==> src/rtl/conceal_pkg.sv <==
package conceal_pkg;
    // How the emitted value of one slot is formed.
    typedef enum logic [1:0] {
        PICK_PASS,   // clean sample goes straight through
        PICK_FILL,   // continue a line already started
        PICK_START,  // begin a line toward the next clean sample
        PICK_FADE    // halve toward zero
    } pick_e;
endpackage

==> src/rtl/conceal_step.sv <==
module conceal_step #(
    parameter int W       = 16,
    parameter int MAX_RUN = 3
) (
    input  logic [W-1:0]                   from_val,
    input  logic [W-1:0]                   to_val,
    input  logic [$clog2(MAX_RUN+1)-1:0]   span,
    output logic [W:0]                     step
);
    localparam int DW = W + 1;
    localparam int CW = $clog2(MAX_RUN + 1);

    logic signed [DW-1:0] diff;
    logic signed [DW-1:0] quo [1:MAX_RUN];

    // sign-extended difference, wraps correctly in DW bits
    assign diff = {to_val[W-1], to_val} - {from_val[W-1], from_val};

    // one constant divisor per possible span
    for (genvar k = 1; k <= MAX_RUN; k++) begin : g_div
        assign quo[k] = diff / $signed(DW'(k + 1));
    end

    always_comb begin
        step = '0;
        for (int k = 1; k <= MAX_RUN; k++) begin
            if (span == CW'(k)) step = quo[k];
        end
    end
endmodule

==> src/rtl/conceal_lane.sv <==
module conceal_lane
    import conceal_pkg::*;
#(
    parameter int W       = 16,
    parameter int MAX_RUN = 3
) (
    input  logic         clk,
    input  logic         rst_n,
    input  logic         in_valid,
    input  logic [W-1:0] in_sample,
    input  logic         in_flag,
    output logic [W-1:0] out_sample
);
    localparam int DEPTH = MAX_RUN + 1;
    localparam int CW    = $clog2(MAX_RUN + 1);
    localparam int DW    = W + 1;

    typedef struct packed {
        logic [DEPTH-1:0][W-1:0] smp;   // index 0 is the next slot to emit
        logic [DEPTH-1:0]        flg;
        logic [W-1:0]            last;  // value emitted most recently
        logic [DW-1:0]           step;  // increment of the line in progress
        logic [CW-1:0]           left;  // slots of that line still to emit
    } lane_t;

    lane_t st_d, st_q;

    logic          found;
    logic [CW-1:0] ahead;
    logic [W-1:0]  target;
    logic [DW-1:0] step_new;
    logic [W-1:0]  fade_val;
    logic [W-1:0]  fade_pre;
    pick_e         pick;

    function automatic logic [W-1:0] clamp(input logic [DW-1:0] x);
        if (x[W] != x[W-1]) return x[W] ? {1'b1, {(W-1){1'b0}}} : {1'b0, {(W-1){1'b1}}};
        return x[W-1:0];
    endfunction

    // nearest clean sample among the slots after the outgoing one
    always_comb begin
        found = 1'b0;
        ahead = '0;
        for (int k = MAX_RUN; k >= 1; k--) begin
            if (!st_q.flg[k]) begin
                found = 1'b1;
                ahead = CW'(k);
            end
        end
        target = st_q.smp[ahead];
    end

    conceal_step #(
        .W       (W),
        .MAX_RUN (MAX_RUN)
    ) i_step (
        .from_val (st_q.last),
        .to_val   (target),
        .span     (ahead),
        .step     (step_new)
    );

    // halve toward zero: bias negatives by one before the arithmetic shift
    assign fade_pre = st_q.last + W'(st_q.last[W-1]);
    assign fade_val = W'($signed(fade_pre) >>> 1);

    always_comb begin
        if (!st_q.flg[0])          pick = PICK_PASS;
        else if (st_q.left != '0)  pick = PICK_FILL;
        else if (found)            pick = PICK_START;
        else                       pick = PICK_FADE;
    end

    always_comb begin
        st_d = st_q;
        if (in_valid) begin
            unique case (pick)
                PICK_PASS: begin
                    st_d.last = st_q.smp[0];
                    st_d.left = '0;
                end
                PICK_FILL: begin
                    st_d.last = clamp({st_q.last[W-1], st_q.last} + st_q.step);
                    st_d.left = st_q.left - 1'b1;
                end
                PICK_START: begin
                    st_d.step = step_new;
                    st_d.last = clamp({st_q.last[W-1], st_q.last} + step_new);
                    st_d.left = ahead - 1'b1;
                end
                default: begin
                    st_d.last = fade_val;
                end
            endcase
            for (int i = 0; i < DEPTH - 1; i++) begin
                st_d.smp[i] = st_q.smp[i+1];
                st_d.flg[i] = st_q.flg[i+1];
            end
            st_d.smp[DEPTH-1] = in_sample;
            st_d.flg[DEPTH-1] = in_flag;
        end
    end

    always_ff @(posedge clk or negedge rst_n) begin
        if (!rst_n) st_q <= '0;
        else        st_q <= st_d;
    end

    assign out_sample = st_q.last;
endmodule

==> src/rtl/err_conceal.sv <==
module err_conceal #(
    parameter int CH      = 2,
    parameter int W       = 16,
    parameter int MAX_RUN = 3
) (
    input  logic            clk,
    input  logic            rst_n,
    input  logic            in_valid,
    input  logic [CH*W-1:0] in_sample,
    input  logic [CH-1:0]   in_flag,
    output logic            out_valid,
    output logic [CH*W-1:0] out_sample
);
    logic vld_d, vld_q;

    for (genvar c = 0; c < CH; c++) begin : g_lane
        conceal_lane #(
            .W       (W),
            .MAX_RUN (MAX_RUN)
        ) i_lane (
            .clk        (clk),
            .rst_n      (rst_n),
            .in_valid   (in_valid),
            .in_sample  (in_sample[c*W +: W]),
            .in_flag    (in_flag[c]),
            .out_sample (out_sample[c*W +: W])
        );
    end

    always_comb begin
        vld_d = in_valid;
    end

    always_ff @(posedge clk or negedge rst_n) begin
        if (!rst_n) vld_q <= 1'b0;
        else        vld_q <= vld_d;
    end

    assign out_valid = vld_q;
endmodule

==> config.mk <==
export PLATFORM = sky130hd
export DESIGN_NAME = err_conceal
export DESIGN_NICKNAME = d
export VERILOG_FILES = /design/src/rtl/conceal_pkg.sv /design/src/rtl/conceal_step.sv /design/src/rtl/conceal_lane.sv /design/src/rtl/err_conceal.sv
export SDC_FILE = /design/constraint.sdc
export NUM_CORES = 1
export LEC_CHECK = 0
export BUFFER_PORTS_ARGS = -buffer_cell sky130_fd_sc_hd__buf_2
export CELL_PAD_IN_SITES_DETAIL_PLACEMENT = 1
export CELL_PAD_IN_SITES_GLOBAL_PLACEMENT = 1
export CORE_MARGIN = 2
export CORE_UTILIZATION = 28
export DETAILED_ROUTE_END_ITERATION = 7
export GPL_ROUTABILITY_DRIVEN = 0
export GPL_TIMING_DRIVEN = 0
export HOLD_SLACK_MARGIN = 0.12
export PLACE_DENSITY_LB_ADDON = 0.3
export SLEW_MARGIN = 40
export SYNTH_ARGS = -nofsm -noshare
export SYNTH_HDL_FRONTEND = slang
export SYNTH_SLANG_ARGS = --single-unit
export TNS_END_PERCENT = 5
==> constraint.sdc <==
create_clock -name clk -period 19.1 [get_ports clk]
set_clock_uncertainty 0.05 [all_clocks]
set_input_delay 4.775 -clock clk [delete_from_list [all_inputs] [get_ports clk]]
set_output_delay 4.775 -clock clk [all_outputs]
set_load 0.05 [all_outputs]
## Yosys cells after proc, flatten, opt, wreduce, memory -nomap -nowiden

Cells that the tools add are included.
W data, S select, Z words.

- Bitwise logic cells: 4
- $lt $le $gt $ge: 2
- Muxes and demuxes: 56
- Equal/unequal tests: 14
- Div/mod/pow operators: 2
- Add/sub/neg operators: 16
- Reduce and logical (&&, ||, !) cells: 12

Operators with widths:

| cell | count |
|---|---|
| $mux W16 | 14 |
| $mux W17 | 6 |
| $pmux W16 S3 | 2 |
| $add A17 B1 Y17 | 4 |
| $add A17 B17 Y17 | 4 |
| $bmux W16 S2 | 2 |
| $div A17 B3 Y17 const B | 2 |
| $sub A16 B16 Y17 | 2 |
| $add A16 B1 Y16 | 2 |
| $mux W1 | 20 |
| $mux W2 | 10 |
| $eq A2 B2 Y1 const B | 6 |
| $pmux W2 S3 | 2 |
| $eq A2 B1 Y1 const B | 4 |
| $reduce_and A2 Y1 | 4 |
| $sub A2 B1 Y2 const B | 4 |
| $lt A2 B3 Y1 const B | 2 |
| $reduce_bool A3 Y1 | 2 |
| $and A1 B1 Y1 | 4 |
| $logic_not A2 Y1 | 2 |
| $ne A1 B1 Y1 | 4 |
| $reduce_bool A2 Y1 | 2 |
| $reduce_or A2 Y1 | 2 |

- Input bits: 37
- Word-level logic and storage cells: 123
- Register bits after elaboration: 207
- Output and inout port bits: 33

## Logic depth before layout (Yosys ltp)

Gate-level depths: netlist (run 1).

- Depth in word-level cells: 18
- Gate-level depth with buffers: 88
- Depth with buffers taken out: 79

## By module

A second synthesis (run 1) with hierarchy kept.

- Cell total of the unflattened synthesis: 3637
- Area total of the unflattened synthesis: 27737.9 um^2

Modules (own cells, without submodules):

| module | instances | cells an instance | sequential area each (um^2) | area each (um^2) |
|---|---|---|---|---|
| conceal_lane | 2 | 651 | 2577.5 | 6424.9 |
| conceal_step (g_lane[1].i_lane.i_step) | 1 | 1188 | 0.0 | 7632.3 |
| conceal_step (g_lane[0].i_lane.i_step) | 1 | 1146 | 0.0 | 7230.7 |
| err_conceal | 1 | 1 | 25.0 | 25.0 |

## Least setup slack after synthesis (run 1)

OpenSTA, ideal clock, no wires.

- Path kind: register to register
- Start: register g_lane[0].i_lane.st_q[38] (netlist name)
- End: register g_lane[0].i_lane.st_q (netlist bit g_lane[0].i_lane.out_sample[11])
- Setup time: 126 ps
- Cell stages (with the launch flop): 79
- Path buffers: 5
- Data arrival time: 18020 ps
- Period minus slack after synthesis: 18196 ps
- Required time: 18924 ps
- Setup slack: 904 ps
- Cells stage by stage: dfrtp_1 buf_1 buf_1 mux2i_1 a21oi_1 mux2i_1 ha_1 fa_1 nand2b_1 a21oi_1 xnor2_2 or3_1 clkbuf_1 nor4b_4 nand4_1 o31a_1 xnor2_1 ha_1 [43 not listed] a21o_1 a21o_1 a21oi_1 o21bai_1 a21oi_1 o21bai_1 a21oi_1 o21bai_1 a21oi_1 o21bai_1 a21oi_1 o21bai_1 a21oi_1 xnor2_1 o21ai_0 buf_2 nor2_1 o32a_1

- Cells in the longest elaborated chain, start to end: 18
- Elaborated cells on any way between the ends: 36
- Those cells by class: add/sub (4); div (1); eq/ne (6); mux (21); bitwise (2); reduce/logical (2)

Ends and longest elaborated chain:

| item | line | RTL |
|---|---|---|
| from (decl) | conceal_lane.sv:26 | `lane_t st_d, st_q;` |
| from (signal assigned) | conceal_lane.sv:107 | `else st_q <= st_d;` |
| $mux W2 (*) (3 in a row) | conceal_lane.sv:46 | `if (!st_q.flg[k]) begin` |
| parallel branches: the longest is 7 deep, another holds $sub A16 B16 Y17 | - |  |
| $mux W17 (*) | conceal_step.sv:27 | `if (span == CW'(k)) step = quo[k];` |
| via g_lane[0].i_lane.i_step.step[1] | conceal_step.sv:8 | `output logic [W:0] step` |
| $add A17 B17 Y17 (*) | conceal_lane.sv:89 | `st_d.last = clamp({st_q.last[W-1], st_q.last} + step_new);` |
| $ne A1 B1 Y1 | conceal_lane.sv:37 | `if (x[W] != x[W-1]) return x[W] ? {1'b1, {(W-1){1'b0}}} : {1'b0, {(W-1){1'b1}}};` |
| $mux W1 | conceal_lane.sv:37 |  |
| $mux W1 | conceal_lane.sv:78 | `unique case (pick)` |
| $mux W1 | conceal_lane.sv:77 | `if (in_valid) begin` |
| $mux W16 (*) | conceal_lane.sv:38 | `return x[W-1:0];` |
| $pmux W16 S3 (*) | conceal_lane.sv:78 |  |

Mark *: on every way through the listed nets, which the timed path passes. The select of a mux whose other input is x is not followed.
A chain may end at the register's enable or synchronous reset.

## Final worst setup path (run 1)

- Start: register g_lane[0].i_lane.st_q[36] (netlist name)
- End: register g_lane[0].i_lane.st_q (netlist bit g_lane[0].i_lane.out_sample[12])

- Cells in the longest elaborated chain, start to end: 16
- Elaborated cells on any way between the ends: 32
- Those cells by class: add/sub (4); div (1); eq/ne (6); mux (17); bitwise (2); reduce/logical (2)

Ends and longest elaborated chain:

| item | line |
|---|---|
| $mux W2 (*) | conceal_lane.sv:46 |
| parallel branches: the longest is 7 deep, another holds $sub A16 B16 Y17 | - |
| $mux W17 (*) | conceal_step.sv:27 |
| via g_lane[0].i_lane.i_step.step[4] | conceal_step.sv:8 |
| $add A17 B17 Y17 (*) | conceal_lane.sv:89 |
| $ne A1 B1 Y1 | conceal_lane.sv:37 |
| $mux W1 | conceal_lane.sv:37 |
| $mux W1 | conceal_lane.sv:78 |
| $mux W1 | conceal_lane.sv:77 |
| $mux W16 (*) | conceal_lane.sv:38 |
| $pmux W16 S3 (*) | conceal_lane.sv:78 |

Marked as above.

==> results of run 1 <==
[worst min-delay path, delay by kind of cell (launching register included)]
family | cells | cell delay [ns]
flops | 1 | 0.34
simple gates | 1 | 0.05
compound gates | 1 | 0.05
[cells in the final DEF, fill, tap and decap left out, types with 32 or more instances in the layout]
master / netlist / layout
ha_1: 118 / 110
a21o_1: 64 / 63
o21ai_0: 196 / 175
nand4_1: 38 / 38
and2_1: 40 / 40
o21bai_1: 51 / 47
dfrtp_1: 207 / 202
mux2_2: 147 / 147
o211ai_1: 39 / 39
nor2_1: 319 / 304
clkbuf_1: 111 / 79
a21oi_1: 243 / 210
buf_4: 34 / 164
and3_1: 37 / 34
a211oi_1: 67 / 54
nor3_1: 106 / 88
inv_1: 136 / 134
a31oi_1: 53 / 42
buf_2: 19 / 83
xnor2_1: 213 / 189
xor2_1: 70 / 61
nand2_1: 327 / 322
mux2i_1: 60 / 56
nand3_1: 127 / 118
or3_1: 45 / 39
o221ai_1: 34 / 32
[synthesized netlist by cell type (28+ instances only)]
cell type  number
nand2_1       327
nand2b_1       30
ha_1          118
o21a_1         31
o211ai_1       39
a21oi_1       243
mux2_2        147
nor2_1        319
or3_1          45
a211oi_1       67
nand3_1       127
and3_1         37
a31oi_1        53
inv_1         136
mux2i_1        60
o31ai_1        29
xor2_1         70
a21o_1         64
o21bai_1       51
nor4_1         30
o32a_1         28
o21ai_0       196
xnor2_1       213
nand4_1        38
o221ai_1       34
dfrtp_1       207
buf_4          34
clkbuf_1      111
and2_1         40
nor3_1        106
[flip-flops by register name (all words and copies together), names as in the netlist]
| register | flops |
|---|---|
| g_lane.i_lane.out_sample | 32 |
| g_lane.i_lane.st_q | 174 |
| out_valid | 1 |
[through the flow]
| step | hold slack, ns | utilization |
|---|---|---|
| final | 0.429 | 0.345 |
| after global routing | 0.456 | 0.345 |
| after CTS | 0.435 | 0.327 |
| after detailed placement | 0.422 | 0.305 |
| after global placement | 0.412 | 0.304 |
| after floorplan | 0.395 | - |
[how the worst max path moves through the flow]
stage	to	slack, ns
after global routing	g_lane[0].i_lane.out_sample[13]$_DFFE_PN0P_	-0.32
after CTS	g_lane[0].i_lane.out_sample[3]$_DFFE_PN0P_	0.01
after global placement	g_lane[0].i_lane.out_sample[0]$_DFFE_PN0P_	-5.13
after detailed placement	g_lane[0].i_lane.out_sample[0]$_DFFE_PN0P_	-5.28
after floorplan	g_lane[0].i_lane.out_sample[11]$_DFFE_PN0P_	0.90
final	g_lane[0].i_lane.out_sample[12]$_DFFE_PN0P_	0.52
[metal layers]
metal  global-route usage  routed length, um  part of all wire  vias up
met5                    0                  0                 0        -
met2                0.373              54100              0.49      448
li1                     -                  -                 -    13700
met3               0.0145               2720             0.025       97
met4               0.0348               1890             0.017        0
met1                0.290              52100              0.47    14700
[timing repair]
item / in CTS / in global routing
pin swaps: 38 / 88
gates resized for setup: 214 / 241
buffers inserted: 50 / 79
gates cloned: 0 / 2
setup endpoints to repair: 49 / 32
[cells by family after synthesis]
family,after synthesis
simple gates,1221
compound gates,1170
buf+inv,329
xor+xnor,289
mux,210
flops,207
fa+ha+maj,125
[area by class of cell]
cell class,instances,area share
plain buffers,179,0.0304
clock buffers,33,0.0205
clock inverters,9,0.00235
inverters,138,0.0155
multi-input cells,3017,0.686
flip-flops and latches,207,0.155
well taps,1276,0.0477
repair buffers,201,0.0424
==> impl_results.md, run 1 <==
- Overflow after GRT: 0
- PortBufs: 69
- Post-Layout Cell Count: 5060
- RR Startpoint: g_lane[0].i_lane.st_q[36]$_DFFE_PN0P_
- Multi-input gate area: 23000 um2
- Seq/Total Area, Yosys: 0.188
- Post-CTS Hold Buffers: 0
- Wire per inst: 21.9 um
- CP max stage cell: or4_4
- Hold Path Origin: g_lane[0].i_lane.st_q[1]$_DFFE_PN0P_
- Setup crit start kind: flip-flop
- DP Area: 29600 um2
- Post-Synth Simple-Gate Area: 0.219
- Post-detailed-route count of antenna-violating nets: 0
- Mapped Area: 27500 um2
- Initial Util: 0.284
- Largest net degree at the start of global routing: 59
- Synth warn: 0
- Die H: 317 um
- Root buf cell: clkbuf_16
- Post-synth EDFFs: 0
- Row count: 114
- Register Area: 5190 um2
- CTS Buffer Depth: 3
- Reg2reg path depth: 80
- Final Setup Violations: 0
- Worst reg2reg path endpoint: g_lane[0].i_lane.out_sample[12]$_DFFE_PN0P_
- DRC Markers: 0
- Core footprint: 97000 um2
- Synth Register Bits: 207
- Nets: 3930
- Fin crit period: 18.58 ns
- Family with the most delay on the worst path: compound AO/OA/AOI/OAI gates
- Yosys top cell by area: dfrtp_1
- HPWL Detailed: 85900 um
- Max incr delay on CP: 0.59 ns
- Worst rel slew slack: 0.389
- Synth area leaders: dfrtp_1 19%, xnor2_1 6.8%, mux2_2 6.0%, ha_1 5.4%, nand2_1 4.5%
- Number of global-route vias before repair: 29.2k
- Crit path max fanout: 10
- 1st-iter DRT viols: 1576
- Pre-CTS WS: -5.28 ns
- Compound-Gate Fraction of Synth Area: 0.305
- Distinct cells, synth: 135
- Placed insts: 4899
- Critical path data required time: 19.46 ns
- DRT Wirelength: 111000 um
- Fill count: 11.8k
- Sink Count: 207
- WS Path Type: flip-flop to flip-flop
- Pin slew with the least headroom to its limit: 0.910 ns
- Largest family of logic cells by synthesized area: compound AO/OA/AOI/OAI gates
- Tcrit/Tclk final: 0.973
- Fraction of layout cells with a size suffix above 1: 0.228
- H-tree depth: 1
- Cell area after layout: 33500 um2
- Initial antenna violation count: 0
- CTS Buf Count: 25
- Fin worst setup slack: 0.519 ns
- Hold depth: 2
- Vias: 29.0k
- Synth Instances: 3551
- First-pass GRT wire length: 172000 um
- Post-Synth XOR/XNOR Area: 0.0941
- Worst-path clk slew: 0.06 ns
- # diodes: 0
- CP startpoint: g_lane[0].i_lane.st_q[36]$_DFFE_PN0P_
- Arrival time worst endpoint: 18.94 ns
- Die X-Extent: 317 um
- Io pins: 70
- Status: completed
- Synth top area share: 0.188
- R2R setup slack: 0.52 ns
- Hold violation total from the final report: 0
- Instance count on the critical path: 80
- Worst-skew pair later-pin latency: 0.54 ns
- Slew Limit Fails: 0
- Maximum clock rate: 0.0538 GHz
- Hold Crit Class: flip-flop to flip-flop
- GRT Overall Usage: 0.213
- Syn_area_per_cell: 7.74 um2
- Synthesis-to-finish area growth: 21.8%
- Via density per instance: 5.73
- Worst Path Buf+Inv: 13
- CP endpoint kind: flip-flop
- DIE AREA: 101000 um2
- Post-route setup TNS: 0 ns
- Drt pass-1 iters: 5
- Ys async rst share: 1.00
- Adder-Cell Fraction of Synth Area: 0.0584
- Hold Path Sink: g_lane[0].i_lane.st_q[1]$_DFFE_PN0P_
- Post-Synthesis Net Count: 3712
- Multiplexer share of the synthesized area: 0.0838
- Most used flip-flop cell after synthesis: dfrtp_1
- Max_cap viols: 0
- CTS tree: built
Power of run 1 is not shown: default switching activity piles up to over one toggle a cycle in this logic, so the estimate is an artifact.
==> inputs of run 2 (changes only) <==
Settings changed: SYNTH_HIERARCHICAL set to 1.
==> run 2 against run 1 <==
  * Final area decreased by 3.2%
  * Global-route usage decreased by 1.1 points
  * Via count increased by 2.0%
  * Maximum frequency increased by 0.63%
  * First-iteration DRC count increased by 4.3%
  * Worst hold slack improved by 0.033 ns
  * Largest cell class unchanged
==> impl_results.md, run 2 <==
- Synth Instances: 3637 (+2.4%)
- # diodes: 0 (unchanged)
- Row count: 115 (+0.88%)
- Pin slew with the least headroom to its limit: 0.917 ns (+0.00726 ns)
- Mapped Area: 27700 um2 (+0.87%)
- Worst-path clk slew: 0.06 ns (about the same)
- Maximum clock rate: 0.0542 GHz (+0.63%)
- Core footprint: 98300 um2 (+1.3%)
- Arrival time worst endpoint: 18.87 ns (-0.07 ns)
- Max reg flops: 174 (unchanged)
- Initial Util: 0.282 (-0.00126)
- Worst rel slew slack: 0.384 (-0.00512)
- R2R setup slack: 0.64 ns (+0.12 ns)
- Tcrit/Tclk final: 0.967 (-0.00614)
- WS Path Type: flip-flop to flip-flop
- Setup crit start kind: flip-flop
- Most used flip-flop cell after synthesis: dfrtp_1
- Hold violation total from the final report: 0 (unchanged)
- RR Startpoint: g_lane[0].i_lane/st_q[38]$_DFFE_PN0P_
- Hold Crit Class: flip-flop to flip-flop
- Fin worst setup slack: 0.636 ns (+0.117 ns)
- Placed insts: 4997 (+2.0%)
- Seq/Total Area, Yosys: 0.187 (-0.00163)
- Ys async rst share: 1.00 (unchanged)
- CTS tree: built
- H-tree depth: 1 (unchanged)
- Final Setup Violations: 0 (unchanged)
- HPWL Detailed: 84300 um (-1.9%)
- DIE AREA: 102000 um2 (+0.86%)
- Die X-Extent: 319 um (+0.43%)
- Most frequent cells in the layout: 314 x nor2_1, 301 x nand2_1, 274 x a21oi_1
- Syn_area_per_cell: 7.63 um2 (-1.5%)
- Sink Count: 207 (unchanged)
- DRT Wirelength: 108000 um (-2.9%)
- Post-Synthesis Net Count: 3796 (+2.3%)
- Post-synth EDFFs: 0 (unchanged)
- Max incr delay on CP: 0.57 ns (-0.02 ns)
- Io pins: 70 (unchanged)
- Initial antenna violation count: 0 (unchanged)
- Distinct cells, synth: 127 (-5.9%)
- Synth area leaders: dfrtp_1 19%, mux2_2 6.9%, xnor2_1 5.3%, a21oi_1 5.2%, ha_1 5.2%
- Synth Register Bits: 207 (unchanged)
- Synth cell count leaders: 326 x nor2_1, 305 x nand2_1, 290 x a21oi_1
- Worst-skew pair later-pin latency: 0.55 ns (about the same)
- Hold depth: 1 (-1)
- Synthesis-to-finish area growth: 16.9%
- Overflow after GRT: 0 (unchanged)
- Hold Path Origin: g_lane[1].i_lane/st_q[4]$_DFFE_PN0P_
- Crit path max fanout: 10 (unchanged)
- Drt pass-1 iters: 5 (unchanged)
- Slew Limit Fails: 0 (unchanged)
- Die H: 319 um (+0.43%)
- Synth top area share: 0.187 (-0.00163)
- Commonest non-fill, non-tap cell in the layout: nor2_1
- Worst reg2reg path endpoint: g_lane[0].i_lane/out_sample[12]$_DFFE_PN0P_
- CTS Buf Count: 25 (unchanged)
- Cell area after layout: 32400 um2 (-3.2%)
- GRT Overall Usage: 0.202 (-0.0114)
- Most Frequent Cell on Critical Path: buf_6
- Post-detailed-route count of antenna-violating nets: 0 (unchanged)
- Fraction of layout cells with a size suffix above 1: 0.193 (-0.0352)
- DRC Markers: 0 (unchanged)
- Largest net degree at the start of global routing: 62 (+5.1%)
- First-pass GRT wire length: 169000 um (-1.6%)
- Pre-CTS WS: -3.65 ns (+1.62 ns)
- Wire per inst: 21.1 um (-3.7%)
- Vias: 29.6k (+2.0%)
- Yosys top cell by area: dfrtp_1
- PortBufs: 69 (unchanged)
- Synth warn: 6 (+6)
- Most frequent cell after synthesis: nor2_1
- Max_cap viols: 0 (unchanged)
- Status: completed
- Hold Path Sink: g_lane[1].i_lane/st_q[4]$_DFFE_PN0P_
- Nets: 3958 (+0.71%)
- Reg2reg path depth: 77 (-3.8%)
- Number of global-route vias before repair: 29.6k (+1.6%)
- CP endpoint kind: flip-flop
- CP max stage cell: or4_4
- CTS Buffer Depth: 3 (unchanged)
- Fin crit period: 18.46 ns (-0.117 ns)
- Post-CTS Hold Buffers: 0 (unchanged)
- 1st-iter DRT viols: 1644 (+4.3%)
- Via density per instance: 5.80 (+1.2%)
- Root buf cell: clkbuf_16
- Post-Layout Cell Count: 5103 (+0.85%)
- DP Area: 29900 um2 (+0.92%)
- Critical path data required time: 19.51 ns (+0.05 ns)
- WHS: 0.463 ns (+0.0332 ns)
- Biggest register: g_lane.i_lane/st_q
[run 2: logic make-up after synthesis]
group | after synthesis | share of synthesized area
AOI/OAI and AO/OA | 1312 | 0.324
and+or+nand+nor | 1225 | 0.220
buffers and inverters | 314 | 0.0498
adders and majority gates | 129 | 0.0592
DFF | 207 | 0.187
xor gates and xnor gates | 248 | 0.0788
muxes | 202 | 0.0811
[run 2: how the worst max path moves through the flow]
stage                                                     start                                           to  slack [ns]
after CTS                 g_lane[1].i_lane/st_q[38]$_DFFE_PN0P_   g_lane[1].i_lane/out_sample[1]$_DFFE_PN0P_       0.007
after detailed placement  g_lane[0].i_lane/st_q[38]$_DFFE_PN0P_  g_lane[0].i_lane/out_sample[11]$_DFFE_PN0P_       -3.65
after global placement    g_lane[0].i_lane/st_q[38]$_DFFE_PN0P_   g_lane[0].i_lane/out_sample[1]$_DFFE_PN0P_       -3.51
after floorplan           g_lane[0].i_lane/st_q[36]$_DFFE_PN0P_  g_lane[0].i_lane/out_sample[11]$_DFFE_PN0P_        1.12
final                     g_lane[0].i_lane/st_q[38]$_DFFE_PN0P_  g_lane[0].i_lane/out_sample[12]$_DFFE_PN0P_        0.64
after global routing      g_lane[1].i_lane/st_q[38]$_DFFE_PN0P_   g_lane[1].i_lane/out_sample[7]$_DFFE_PN0P_       -0.14
[run 2: critical path, delay by kind of cell (launching register included)]
family / cells / cell delay (ns)
xor gates and xnor gates: 5 / 1.05
buffers and inverters: 10 / 1.63
adders and majority gates: 6 / 1.44
muxes: 1 / 0.39
AOI/OAI and AO/OA: 29 / 6.43
and+or+nand+nor: 26 / 6.91
DFF: 1 / 0.42
[run 2: stage by stage]
step,util,TNS [ns]
2_1_floorplan,-,0
3_3_place_gp,0.302,-92.42
3_5_place_dp,0.304,-94.12
4_1_cts,0.318,0
5_1_grt,0.330,-2.01
6_report,0.330,0
[run 2: area by class of cell]
class / count / area [um2]
plain buffers: 197 / 1030
clock buffers: 30 / 674
clock inverters: 14 / 171
fillers: 12000 / 65900
inverters: 107 / 402
multi-input cells: 3116 / 22400
flip-flops and latches: 207 / 5190
well taps: 1287 / 1610
repair buffers: 145 / 986
[run 2: what timing repair did]
action / in CTS / in global routing
gates resized for setup: 106 / 157
pin swaps: 15 / 47
cloned: 0 / 2
endpoints found under the setup margin: 49 / 32
setup buffers: 16 / 53
[run 2: per-layer routing]
metal,track usage,vias up,wire (um)
met5,0,-,0
met4,0.0350,0,2010
met3,0.0123,120,2940
met2,0.356,501,52500
met1,0.272,14800,50200
li1,-,14100,-
Power of run 2 is left out for the same reason.
